## config.mk

```make
export PLATFORM = sky130hd
export DESIGN_NAME = energy_pulse_scaler
export DESIGN_NICKNAME = d
export VERILOG_FILES = /design/src/rtl/eps_pkg.sv /design/src/rtl/eps_src_mux.sv /design/src/rtl/eps_ratio_core.sv /design/src/rtl/eps_flag_ctrl.sv /design/src/rtl/energy_pulse_scaler.sv
export SDC_FILE = /design/constraint.sdc
export NUM_CORES = 1
export LEC_CHECK = 0
export CELL_PAD_IN_SITES_DETAIL_PLACEMENT = 1
export CELL_PAD_IN_SITES_GLOBAL_PLACEMENT = 1
export CORE_UTILIZATION = 40
export CTS_CLUSTER_DIAMETER = 100
export CTS_CLUSTER_SIZE = 28
export DETAILED_ROUTE_END_ITERATION = 8
export DONT_BUFFER_PORTS = 1
export PLACE_DENSITY = 0.79
export SYNTH_ARGS = -nofsm -noshare
export SYNTH_HDL_FRONTEND = slang
export SYNTH_SLANG_ARGS = --single-unit
```

## constraint.sdc

```tcl
create_clock -name clk -period 19.09 [get_ports clk]
set_clock_uncertainty 0.2 [all_clocks]
set_input_delay 1.909 -clock clk [delete_from_list [all_inputs] [get_ports clk]]
set_output_delay 1.909 -clock clk [all_outputs]
set_load 0.1 [all_outputs]
```

## src/rtl/eps_pkg.sv

```systemverilog
// Shared types for the rational energy pulse rate scaler.
// Assumes source pulses are single-cycle strobes.
package eps_pkg;
    localparam int SEL_W = 2;

    typedef enum logic [SEL_W-1:0] {
        SRC_ACTIVE   = 2'b00,
        SRC_REACTIVE = 2'b01,
        SRC_GROUP_LO = 2'b10,
        SRC_GROUP_HI = 2'b11
    } src_sel_e;

    typedef struct packed {
        logic act;
        logic react;
        logic apparent;
        logic irms;
    } src_pulses_t;
endpackage

```

## src/rtl/eps_src_mux.sv

```systemverilog
// Picks one of four unit-pulse sources for one channel.
// Group codes (1x) route apparent or rms by channel parity and route_swap,
// so an even/odd channel pair never both take apparent pulses.
module eps_src_mux
    import eps_pkg::*;
#(
    parameter int CH_IDX = 0
) (
    input  logic [SEL_W-1:0] sel,
    input  logic             route_swap,
    input  src_pulses_t      srcs,
    output logic             pulse
);
    localparam bit IS_ODD = (CH_IDX % 2) == 1;

    logic takes_apparent;
    assign takes_apparent = (route_swap == IS_ODD);

    // Purpose: decode the select into the chosen source pulse.
    always_comb begin
        case (src_sel_e'(sel))
            SRC_ACTIVE:   pulse = srcs.act;
            SRC_REACTIVE: pulse = srcs.react;
            default:      pulse = takes_apparent ? srcs.apparent : srcs.irms;
        endcase
    end
endmodule

```

## src/rtl/eps_ratio_core.sv

```systemverilog
// Fractional rate scaler for one channel: a phase accumulator adds the
// sanitised numerator per input pulse and emits an event when the sum reaches
// the denominator. Zero registers read as 1; num > den clamps to ratio 1.
// Any change of num, den or select clears the accumulator at the next edge.
module eps_ratio_core #(
    parameter int RW    = 16,
    parameter int SEL_W = 2
) (
    input  logic             clk,
    input  logic             rst_n,
    input  logic [RW-1:0]    num,
    input  logic [RW-1:0]    den,
    input  logic [SEL_W-1:0] sel,
    input  logic             in_pulse,
    input  logic             out_enable,
    output logic             out_evt
);
    localparam int AW    = RW + 1;
    localparam int CFG_W = 2 * RW + SEL_W;

    logic [RW-1:0]    num_nz, den_nz, num_eff;
    logic [CFG_W-1:0] cfg_now, cfg_q;
    logic             cfg_changed;
    logic [AW-1:0]    acc, sum;
    logic             reach;

    // Purpose: sanitise the ratio registers (zero -> 1, clamp num to den).
    always_comb begin
        num_nz  = (num == '0) ? RW'(1) : num;
        den_nz  = (den == '0) ? RW'(1) : den;
        num_eff = (num_nz > den_nz) ? den_nz : num_nz;
    end

    assign cfg_now     = {num, den, sel};
    assign cfg_changed = (cfg_now != cfg_q);
    assign sum         = acc + {1'b0, num_eff};
    assign reach       = (sum >= {1'b0, den_nz});

    // Purpose: remember the last configuration to detect a change.
    always_ff @(posedge clk) begin
        if (!rst_n) cfg_q <= '0;
        else        cfg_q <= cfg_now;
    end

    // Purpose: advance the phase accumulator and emit one-cycle events.
    always_ff @(posedge clk) begin
        if (!rst_n) begin
            acc     <= '0;
            out_evt <= 1'b0;
        end else if (cfg_changed) begin
            acc     <= '0;
            out_evt <= 1'b0;
        end else if (in_pulse) begin
            if (reach) begin
                acc     <= sum - {1'b0, den_nz};
                out_evt <= out_enable;
            end else begin
                acc     <= sum;
                out_evt <= 1'b0;
            end
        end else begin
            out_evt <= 1'b0;
        end
    end
endmodule

```

## src/rtl/eps_flag_ctrl.sv

```systemverilog
// Sticky per-channel flags set by output events, cleared by software strobes
// (set wins over clear), and a combined interrupt request gated by enables.
module eps_flag_ctrl #(
    parameter int NCH = 2
) (
    input  logic           clk,
    input  logic           rst_n,
    input  logic [NCH-1:0] evt,
    input  logic [NCH-1:0] clr,
    input  logic [NCH-1:0] en,
    output logic [NCH-1:0] flag,
    output logic           irq
);
    // Purpose: hold each flag until cleared, with set taking priority.
    always_ff @(posedge clk) begin
        if (!rst_n) flag <= '0;
        else        flag <= evt | (flag & ~clr);
    end

    // Purpose: raise the request while any enabled flag is set.
    assign irq = |(flag & en);
endmodule

```

## src/rtl/energy_pulse_scaler.sv

```systemverilog
// Top of the rational energy pulse rate scaler: NCH channels, each with a
// source mux and a ratio core, sharing one flag/interrupt controller.
// Assumes source pulses are single-cycle strobes and controls are static
// between edges.
module energy_pulse_scaler
    import eps_pkg::*;
#(
    parameter int NCH = 2,
    parameter int RW  = 16
) (
    input  logic              clk,
    input  logic              rst_n,
    input  logic              act_pulse,
    input  logic              react_pulse,
    input  logic              apparent_pulse,
    input  logic              irms_pulse,
    input  logic              route_swap,
    input  logic [2*NCH-1:0]  src_sel,
    input  logic [RW*NCH-1:0] ratio_num,
    input  logic [RW*NCH-1:0] ratio_den,
    input  logic [NCH-1:0]    ch_disable,
    input  logic [NCH-1:0]    irq_en,
    input  logic [NCH-1:0]    flag_clear,
    output logic [NCH-1:0]    out_pulse,
    output logic [NCH-1:0]    flag,
    output logic              irq
);
    src_pulses_t    srcs;
    logic [NCH-1:0] evt;

    assign srcs = '{act: act_pulse, react: react_pulse,
                    apparent: apparent_pulse, irms: irms_pulse};

    for (genvar c = 0; c < NCH; c++) begin : g_ch
        logic sel_pulse;

        eps_src_mux #(.CH_IDX(c)) u_mux (
            .sel        (src_sel[SEL_W*c +: SEL_W]),
            .route_swap (route_swap),
            .srcs       (srcs),
            .pulse      (sel_pulse)
        );

        eps_ratio_core #(.RW(RW), .SEL_W(SEL_W)) u_core (
            .clk        (clk),
            .rst_n      (rst_n),
            .num        (ratio_num[RW*c +: RW]),
            .den        (ratio_den[RW*c +: RW]),
            .sel        (src_sel[SEL_W*c +: SEL_W]),
            .in_pulse   (sel_pulse),
            .out_enable (!ch_disable[c]),
            .out_evt    (evt[c])
        );
    end

    assign out_pulse = evt;

    eps_flag_ctrl #(.NCH(NCH)) u_flags (
        .clk   (clk),
        .rst_n (rst_n),
        .evt   (evt),
        .clr   (flag_clear),
        .en    (irq_en),
        .flag  (flag),
        .irq   (irq)
    );
endmodule

```

# After elaboration in Yosys (flattened, before gate mapping)
# Cells that the tools add are included.
dict set report classes {
  bitwise_logic 9
  n_eq_ne 4
  add_sub_neg 4
  muxes 12
  n_reduce_logical 13
  magnitude_cmp 4
}
# operator n
set op_table {}
lappend op_table {{16-bit 2-to-1 mux} 6}
lappend op_table {{34-bit != test} 2}
lappend op_table {{16-bit logical NOT} 4}
lappend op_table {{17-bit by 16-bit adder with 17-bit output} 2}
lappend op_table {{17-bit by 16-bit greater-or-equal comparator with 1-bit output} 2}
lappend op_table {{17-bit 2-to-1 mux} 2}
lappend op_table {{17-bit by 16-bit subtractor with 17-bit output} 2}
lappend op_table {{16-bit > comparator} 2}
lappend op_table {{4-bit OR reduction} 2}
lappend op_table {{2-bit OR reduction} 3}
lappend op_table {{1-bit inverter} 5}
lappend op_table {{2-bit bitwise AND} 2}
lappend op_table {{2-bit by 1-bit == test with 1-bit output (second input constant)} 2}
lappend op_table {{2-bit logical NOT} 2}
lappend op_table {{1-bit one-hot mux with 2 select lines} 2}
lappend op_table {{1-bit logical NOT} 2}
lappend op_table {{1-bit 2-to-1 mux} 2}
lappend op_table {{2-bit inverter} 1}
lappend op_table {{2-bit bitwise OR} 1}
dict set report totals {
  input_bits 81
  ff_bits 106
  out_inout_bits 5
}

# Logic depth before layout (Yosys ltp)
# Gate-level depths: netlist of run 1.
dict set report logic_depth {
  word_depth 8
  ltp_mapped 35
  ltp_nobuf 32
}

# Modules after synthesis
# From an unflattened synthesis of run 1, not the netlist that was laid out.
dict set report unflattened {
  cells_unflattened 1060
  area_unflattened_um2 8922.3
}
# module cells_each area_each_um2 instances
set modules_own_cells {}
lappend modules_own_cells {{eps_ratio_core (g_ch[0].u_core)} 514 4400.5 1}
lappend modules_own_cells {{eps_ratio_core (g_ch[1].u_core)} 531 4376.7 1}
lappend modules_own_cells {eps_flag_ctrl 7 77.6 1}
lappend modules_own_cells {eps_src_mux 3 30.0 2}
lappend modules_own_cells {energy_pulse_scaler 2 7.5 1}

# Worst setup path before layout of run 1
# OpenSTA, ideal clock, no wires.
dict set report synth_timing {
  kind {input-to-reg}
  start {in ratio_num[25]}
  end {reg g_ch[1].u_core.acc[4]}
  path_stages 33
  arrival_ps 7776
  t_required_ps 18803
  setup_time_ps 87
  setup_slack_ps 11027
  path_cell_list {nor4_1 -> a41oi_1 -> ha_1 -> nor2_1 -> nor2_1 -> nand2_1 -> a21oi_1 -> o21ai_0 -> a221oi_1 -> a21oi_1 -> clkbuf_1 -> mux2i_1 -> ha_1 -> inv_1 -> fa_1 -> nor2b_1 -> o31a_1 -> o211ai_2 -> a21boi_0 -> o21ai_0 -> a21oi_1 -> nor2_1 -> ha_1 -> a21o_1 -> a211oi_1 -> o2bb2ai_1 -> a21oi_1 -> nand2b_1 -> and4b_1 -> buf_2 -> clkbuf_1 -> a21oi_1 -> a211oi_1}
}
dict set report synth_between {
  elab_chain_cells 7
  elab_cells_between_ends 10
  cone_classes {2 x add/sub; 2 x order compare; 1 x eq/ne; 3 x mux; 2 x reduce/logical}
}
# element line_no
set synth_rtl {}
lappend synth_rtl {{from (decl)} energy_pulse_scaler.sv:19} ;# input logic [RW*NCH-1:0] ratio_num,
lappend synth_rtl {{16-bit logical NOT} eps_ratio_core.sv:29} ;# num_nz = (num == '0) ? RW'(1) : num;
lappend synth_rtl {{16-bit 2-to-1 mux} eps_ratio_core.sv:29}
lappend synth_rtl {{16-bit > comparator} eps_ratio_core.sv:31} ;# num_eff = (num_nz > den_nz) ? den_nz : num_nz;
lappend synth_rtl {{16-bit 2-to-1 mux} eps_ratio_core.sv:31}
lappend synth_rtl {{17-bit by 16-bit adder with 17-bit output} eps_ratio_core.sv:36} ;# assign sum = acc + {1'b0, num_eff};
lappend synth_rtl {{17-bit by 16-bit subtractor with 17-bit output / 17-bit by 16-bit greater-or-equal comparator with 1-bit output (equally long branches)} {eps_ratio_core.sv:55, eps_ratio_core.sv:37}}
lappend synth_rtl {{17-bit 2-to-1 mux} eps_ratio_core.sv:54} ;# if (reach) begin
lappend synth_rtl {{to (signal assigned)} eps_ratio_core.sv:55} ;# acc <= sum - {1'b0, den_nz};
lappend synth_rtl {{to (signal assigned)} eps_ratio_core.sv:58} ;# acc <= sum;
lappend synth_rtl {{to (decl)} eps_ratio_core.sv:24} ;# logic [AW-1:0] acc, sum;
# Parallel ways exist; a longest one is shown, timed or not.
# A chain may end at the register's enable or synchronous reset.

# Worst setup path after layout of run 1
dict set report layout_timing {
  start {in ratio_num[25]}
  end {reg g_ch[1].u_core.acc[15]}
}
# Same word-level chain as after synthesis.

==> results of run 1 <==
## power by group through the flow
stage               Sequential (mW)  Clock (mW)  Combinational [mW]
floorplan                     0.237           0               0.171
finish                        0.232       0.203               0.215
CTS                           0.232       0.208               0.213
detailed placement            0.237           0               0.211
global route                  0.233       0.216               0.236
global placement              0.237           0               0.206
## per-layer routing
metal,routed length (microns),global-route usage (%),up-vias
met2,12500,40.0,184
met1,12100,31.7,3721
li1,-,-,3608
met3,1450,4.19,46
met4,641,8.06,0
met5,0,0,-
## cells in the mapped netlist (7+ instances only)
master / n / area [sq um]
o21ai_0: 40 / 200
nand3_1: 10 / 50.1
nor2b_1: 17 / 106
a41oi_1: 7 / 61.3
clkbuf_1: 50 / 188
inv_1: 55 / 206
a311oi_1: 7 / 61.3
nor3_1: 19 / 95.1
o21a_1: 16 / 120
nand4_1: 27 / 169
nor2_1: 79 / 297
nor4_1: 18 / 113
xor2_1: 21 / 184
and2_1: 70 / 438
dfxtp_1: 106 / 2120
mux2_2: 30 / 338
a211oi_1: 25 / 188
a31oi_1: 7 / 43.8
ha_1: 96 / 1200
mux2i_1: 17 / 170
nand2b_1: 10 / 62.6
or3_1: 7 / 43.8
a21o_1: 24 / 180
xnor2_1: 92 / 806
nand2_1: 49 / 184
a21oi_1: 61 / 305
## area by class of cell
class	count	area, sq um
fillers	2536	12000
multi-input cells	818	6110
flip-flops and latches	106	2120
well taps	275	344
clock buffers	9	225
inverters	55	206
clock inverters	7	91.3
repair buffers	5	37.5
## worst max-delay path by stage
stage | end | slack [ns] | cells after the start
after floorplan | g_ch[1].u_core.acc[4] | 11.03 | 33
after global placement | g_ch[1].u_core.acc[15] | 10.14 | 32
after detailed placement | g_ch[1].u_core.acc[15] | 9.94 | 32
after CTS | g_ch[1].u_core.acc[15] | 10.22 | 32
after global routing | g_ch[1].u_core.acc[3] | 9.69 | 32
final | g_ch[1].u_core.acc[15] | 10.14 | 32
## cell families (layout without fill, tap and decap cells)
kind of cell	after synthesis	in the layout	synth area share (%)
xor+xnor	113	113	11.4
simple gates	319	319	19.1
buf+inv	112	76	5.22
flops	106	106	24.5
mux	47	47	5.86
compound gates	239	239	19.1
fa+ha+maj	100	100	14.8
## stage by stage
stage / utilization [%] / instance area, sq um
5_1_grt: 43.2 / 9130
4_1_cts: 43.2 / 9130
2_1_floorplan: - / 8670
3_5_place_dp: 41.7 / 8820
6_report: 43.2 / 9130
3_3_place_gp: 41.7 / 8820
## state kept, by name, indices dropped and copies added, names as in the netlist
name and count:
g_ch.u_core.cfg_q 68, g_ch.u_core.acc 34, g_ch.u_core.out_evt 2, u_flags.flag 2
## worst max-delay path: cells and delay by family
kind	cells	cell delay [ns]
muxes	2	0.43
and+or+nand+nor	8	2.07
buffers and inverters	3	0.63
AOI/OAI and AO/OA	15	2.71
adders and majority gates	4	1.27
==> summary.txt, run 1 <==
Status
  – Outcome: complete, no violations

Critical path
  – R2R Setup Slk: 13.44 ns
  – Critical-path top delay cell: and4b_1
  – Setup CP Type: in -> reg
  – Worst setup SP type: primary input
  – Reg2reg start: g_ch[1].u_core.acc[0]
  – Reg2reg end: g_ch[1].u_core.acc[15]
  – Worst setup path startpoint: ratio_num[25]
  – Worst-path fanout max: 29
  – CP dominant cell by count: a21oi_1
  – Setup crit end kind: register
  – Crit-path max cell delay: 1.05 ns
  – Crit path required time: 19.18 ns
  – Arr. time, crit path: 9.04 ns
  – R2r worst-path depth: 20

Layout
  – Antenna cells: 0
  – Layout cells sized above 1: 6.70%
  – Syn-to-layout area delta: 5.29%
  – Finished Layout Cells: 1275
  – Final nets: 1176
  – Most common cell after layout, fill and taps aside: dfxtp_1
  – Commonest cells after routing, fill and taps aside: 106 x dfxtp_1, 96 x ha_1, 92 x xnor2_1

Drt
  – Detail Route Antenna Nets: 0
  – Final wirelength: 26.7 mm
  – Total number of vias: 7559
  – TritonRoute pass-1 iters: 5
  – First DRT Iteration DRCs: 473
  – Via density: 5.93
  – Routed length per instance: 20.9 microns
  – Drt drc: 0

Timing
  – Final min period: 8.95 ns
  – Final Slew Violations: 0
  – Min Hold Slack: 0.290 ns
  – Final setup viols: 0
  – RSZ-0062 raised after global routing: false
  – Final WS setup: 10.14 ns
  – Hold Vio Cnt, Final: 0
  – Tcrit/Tclk final: 46.9%
  – Worst-Margin Slew: 1.27 ns
  – Setup TNS: 0 ns
  – Fmax: 112 MHz
  – Relative slew margins: 15.3%

Yosys
  – Ys flop type: dfxtp_1
  – Syn Nets: 1217
  – Post-synthesis sequential area ratio: 24.5%
  – Post-synth ARST share: 0%
  – Synth cell types: 67
  – Post-synth EDFFs: 0
  – Post-synthesis cell area: 0.00867 sq mm
  – Synthesized area per cell: 8.37 sq um
  – Synth Instances: 1036
  – Yosys reg bits: 106
  – YS warnings: 0

Power
  – P per Cell Area: 71.2 mW/mm^2
  – Static leakage: 3.79 nW
  – Power consumption: 0.650 mW
  – Sequential fraction of design power: 35.7%
  – Peak VDD IR: 0.0000437 V
  – Switching Share: 35.9%
  – Switch Pwr: 0.233 mW
  – Int Pwr: 0.417 mW
  – Power share of the combinational group: 33.0%
  – Clock power frac: 31.3%

Clock tree
  – CTS clk-pin slew, worst paths: 0.08 ns
  – Total setup buffers inserted after CTS: 0
  – Clock sinks: 106
  – Clock latency on the worst-skew pair: 0.37 ns
  – CTS Root Cell: clkbuf_16
  – Hold Buf Count CTS: 0
  – Post_cts resized: 0
  – H-tree depth: 3
  – Total CTS buffers: 9
  – CTS tree: yes
  – Maximum root-to-sink buffer count: 2

Floorplanning
  – IO Count: 86
  – Num rows: 53
  – Core area: 0.0212 sq mm
  – DIE WIDTH: 149 microns
  – Initial Util: 41.0%
  – Die area: 0.0223 sq mm
  – Die Ht: 149 microns

Min path
  – WHS Path Cells: 2
  – Hold Path Sink: g_ch[1].u_core.acc[13]
  – Hold WC Path Type: reg -> reg
  – Beginning of the worst hold path: g_ch[1].u_core.acc[13]

Global routing
  – GRT overflow: 0
  – Antenna violations before repair: 0
  – Largest net degree at the start of global routing: 73
  – Number of global-route vias before repair: 7766
  – First-pass GRT wire length: 41.9 mm
  – GRT Util Overall: 24.2%

Run
  – Max-cap check violation count: 0

Placement
  – I/O Buffers: 0
  – GP Congestion: 0.868
  – HPWL after DPL: 20.9 mm
  – Pre-CTS setup slack: 9.94 ns
  – DP Cell Count: 1259
(Power assumes the default switching activity.)
==> run 2, diff against run 1 <==
--- a/config.mk
+++ b/config.mk
@@ -12,7 +12,7 @@
 export CTS_CLUSTER_SIZE = 28
 export DETAILED_ROUTE_END_ITERATION = 8
 export DONT_BUFFER_PORTS = 1
-export PLACE_DENSITY = 0.79
+export PLACE_DENSITY = 0.82
 export SYNTH_ARGS = -nofsm -noshare
 export SYNTH_HDL_FRONTEND = slang
 export SYNTH_SLANG_ARGS = --single-unit
==> constraint.sdc (replaced) <==
create_clock -name clk -period 8.2 [get_ports clk]
set_clock_uncertainty 0.2 [all_clocks]
set_input_delay 0.82 -clock clk [delete_from_list [all_inputs] [get_ports clk]]
set_output_delay 0.82 -clock clk [all_outputs]
set_load 0.1 [all_outputs]
==> run 2 against run 1 <==
Compared with the run above: global-route usage is 0.17 points lower; wire length decreased by 2.4%; die area did not move; flip-flop and latch count is the same; largest power group unchanged; highest routed layer unchanged.
==> summary.txt, run 2 (synthesized netlist as in run 1, its figures left out) <==
Status
  – Outcome: complete, no violations

Layout
  – Layout fillers: 2527 (-0.35%)
  – Finished Core Util: 43.2% (+0.077 points)
  – Final nets: 1182 (+0.51%)
  – Antenna cells: 0 (unchanged)
  – Biggest registers after layout: g_ch.u_core.cfg_q (68), g_ch.u_core.acc (34)
  – Most common cell after layout, fill and taps aside: dfxtp_1
  – Syn-to-layout area delta: 5.48%
  – Area of the multi-input gates: 0.00611 sq mm (unchanged)
  – Number of flip-flops in the largest register: 68 (unchanged)
  – Layout cells sized above 1: 7.16% (+0.46 points)
  – Commonest cells after routing, fill and taps aside: 106 x dfxtp_1, 96 x ha_1, 92 x xnor2_1
  – Sequential cell area: 0.00212 sq mm (unchanged)
  – Reg with most FFs: g_ch.u_core.cfg_q

Floorplanning
  – Num rows: 53 (unchanged)
  – Die Ht: 149 microns (unchanged)
  – DIE WIDTH: 149 microns (unchanged)
  – Die area: 0.0223 sq mm (unchanged)
  – Core area: 0.0212 sq mm (unchanged)
  – Initial Util: 41.0% (unchanged)
  – IO Count: 86 (unchanged)

Drt
  – Routed length per instance: 20.3 microns (-2.8%)
  – Detail Route Antenna Nets: 0 (unchanged)
  – Via density: 5.79 (-2.4%)
  – TritonRoute pass-1 iters: 4 (-1)
  – Total number of vias: 7414 (-1.9%)
  – First DRT Iteration DRCs: 294 (-38%)
  – Drt drc: 0 (unchanged)
  – Final wirelength: 26.0 mm (-2.4%)

Power
  – Static leakage: 3.80 nW (+0.40%)
  – Peak VDD IR: 0.0000912 V (+110%)
  – P per Cell Area: 161 mW/mm^2 (+130%)

Timing
  – Hold Vio Cnt, Final: 0 (unchanged)
  – Final setup viols: 0 (unchanged)
  – Setup TNS: 0 ns (unchanged)
  – Relative slew margins: 32.8% (+18 points)
  – Final Slew Violations: 0 (unchanged)
  – RSZ-0062 raised after global routing: false
  – Fmax: 132 MHz
  – Final min period: 7.60 ns
  – Tcrit/Tclk final: 92.7%
  – Worst-Margin Slew: 1.01 ns (-0.263 ns)

Global routing
  – Number of global-route vias before repair: 7846 (+1.0%)
  – GRT overflow: 0 (unchanged)
  – Antenna violations before repair: 0 (unchanged)
  – First-pass GRT wire length: 41.6 mm (-0.76%)
  – GRT Util Overall: 24.0% (-0.17 points)
  – Largest net degree at the start of global routing: 73 (unchanged)

Critical path
  – Setup CP Type: in -> reg
  – Critical-path top delay cell: a21oi_1
  – R2r worst-path depth: 21 (+5.0%)
  – CP dominant cell by count: a21oi_1
  – Worst-path fanout max: 25 (-14%)
  – Arr. time, crit path: 7.69 ns (-1.35 ns)
  – Crit path required time: 8.29 ns (-10.89 ns)
  – Worst setup SP type: primary input
  – Crit-path max cell delay: 0.62 ns (-0.43 ns)
  – Setup crit end kind: register

Clock tree
  – Clock latency on the worst-skew pair: 0.37 ns (about the same)
  – CTS Root Cell: clkbuf_16
  – Maximum root-to-sink buffer count: 2 (unchanged)
  – CTS clk-pin slew, worst paths: 0.07 ns (about the same)
  – H-tree depth: 3 (unchanged)
  – Hold Buf Count CTS: 0 (unchanged)
  – Total CTS buffers: 9 (unchanged)
  – Clock sinks: 106 (unchanged)
  – Post_cts resized: 0 (unchanged)
  – Total setup buffers inserted after CTS: 0 (unchanged)
  – CTS tree: yes

Run
  – Max-cap check violation count: 0 (unchanged)

Placement
  – HPWL after DPL: 20.9 mm (+0.23%)
  – I/O Buffers: 0 (unchanged)
  – GP Congestion: 0.889 (+2.5%)

Min path
  – Hold WC Path Type: reg -> reg
  – WHS Path Cells: 2 (unchanged)
==> run 2: path summary, 6_finish.rpt <==
check,start,to,slack [ns]
worst max-delay path,ratio_num[25],g_ch[1].u_core.acc[15],0.60
worst min-delay path,g_ch[1].u_core.acc[10],g_ch[1].u_core.acc[10],0.28
worst max register to register,g_ch[1].u_core.acc[0],g_ch[1].u_core.acc[15],3.13
worst min register to register,g_ch[1].u_core.acc[10],g_ch[1].u_core.acc[10],0.28
==> run 2: critical path, delay by kind of cell <==
kind | cells | cell delay [ns]
AOI/OAI and AO/OA | 15 | 3.31
buffers and inverters | 3 | 0.57
adders and majority gates | 4 | 1.25
muxes | 2 | 0.53
and+or+nand+nor | 8 | 1.20
==> run 2: where the power goes <==
group / internal (mW) / leakage (nW) / total (mW) / switching (mW)
logic: 0.217 / 2.79 / 0.495 / 0.278
registers: 0.532 / 0.873 / 0.540 / 0.00765
clock network: 0.220 / 0.139 / 0.439 / 0.219
==> run 2: layout make-up <==
| class | instances | share of cell area, % |
|---|---|---|
| multi-input combinational | 818 | 66.7 |
| sequential | 106 | 23.2 |
| tap | 275 | 3.76 |
| clock buffer | 11 | 2.65 |
| inverter | 55 | 2.26 |
| timing repair buffer | 11 | 0.903 |
| clock inverter | 5 | 0.492 |
==> run 2: through the flow <==
stage | std cells | cell area, sq um | setup WS, ns | hold slack (ns) | power (mW)
3_5_place_dp | 1265 | 8860 | 0.225 | 0.270 | 1.04
5_1_grt | 1281 | 9150 | 0.0182 | 0.313 | 1.56
3_3_place_gp | 1265 | 8860 | 0.473 | 0.267 | 1.02
4_1_cts | 1281 | 9150 | 0.629 | 0.283 | 1.48
2_1_floorplan | 1036 | 8670 | 1.23 | 0.242 | 0.948
6_report | 1281 | 9150 | 0.597 | 0.279 | 1.47
==> run 2: routing by layer <==
layer  wire length (microns)  global-route usage (%)  vias to the layer above
li1                        -                       -                     3616
met1                   11000                    27.7                     3544
met2                   12700                    41.9                      180
met3                    1240                    5.41                       74
met4                    1110                    11.3                        0
met5                       0                       0                        -
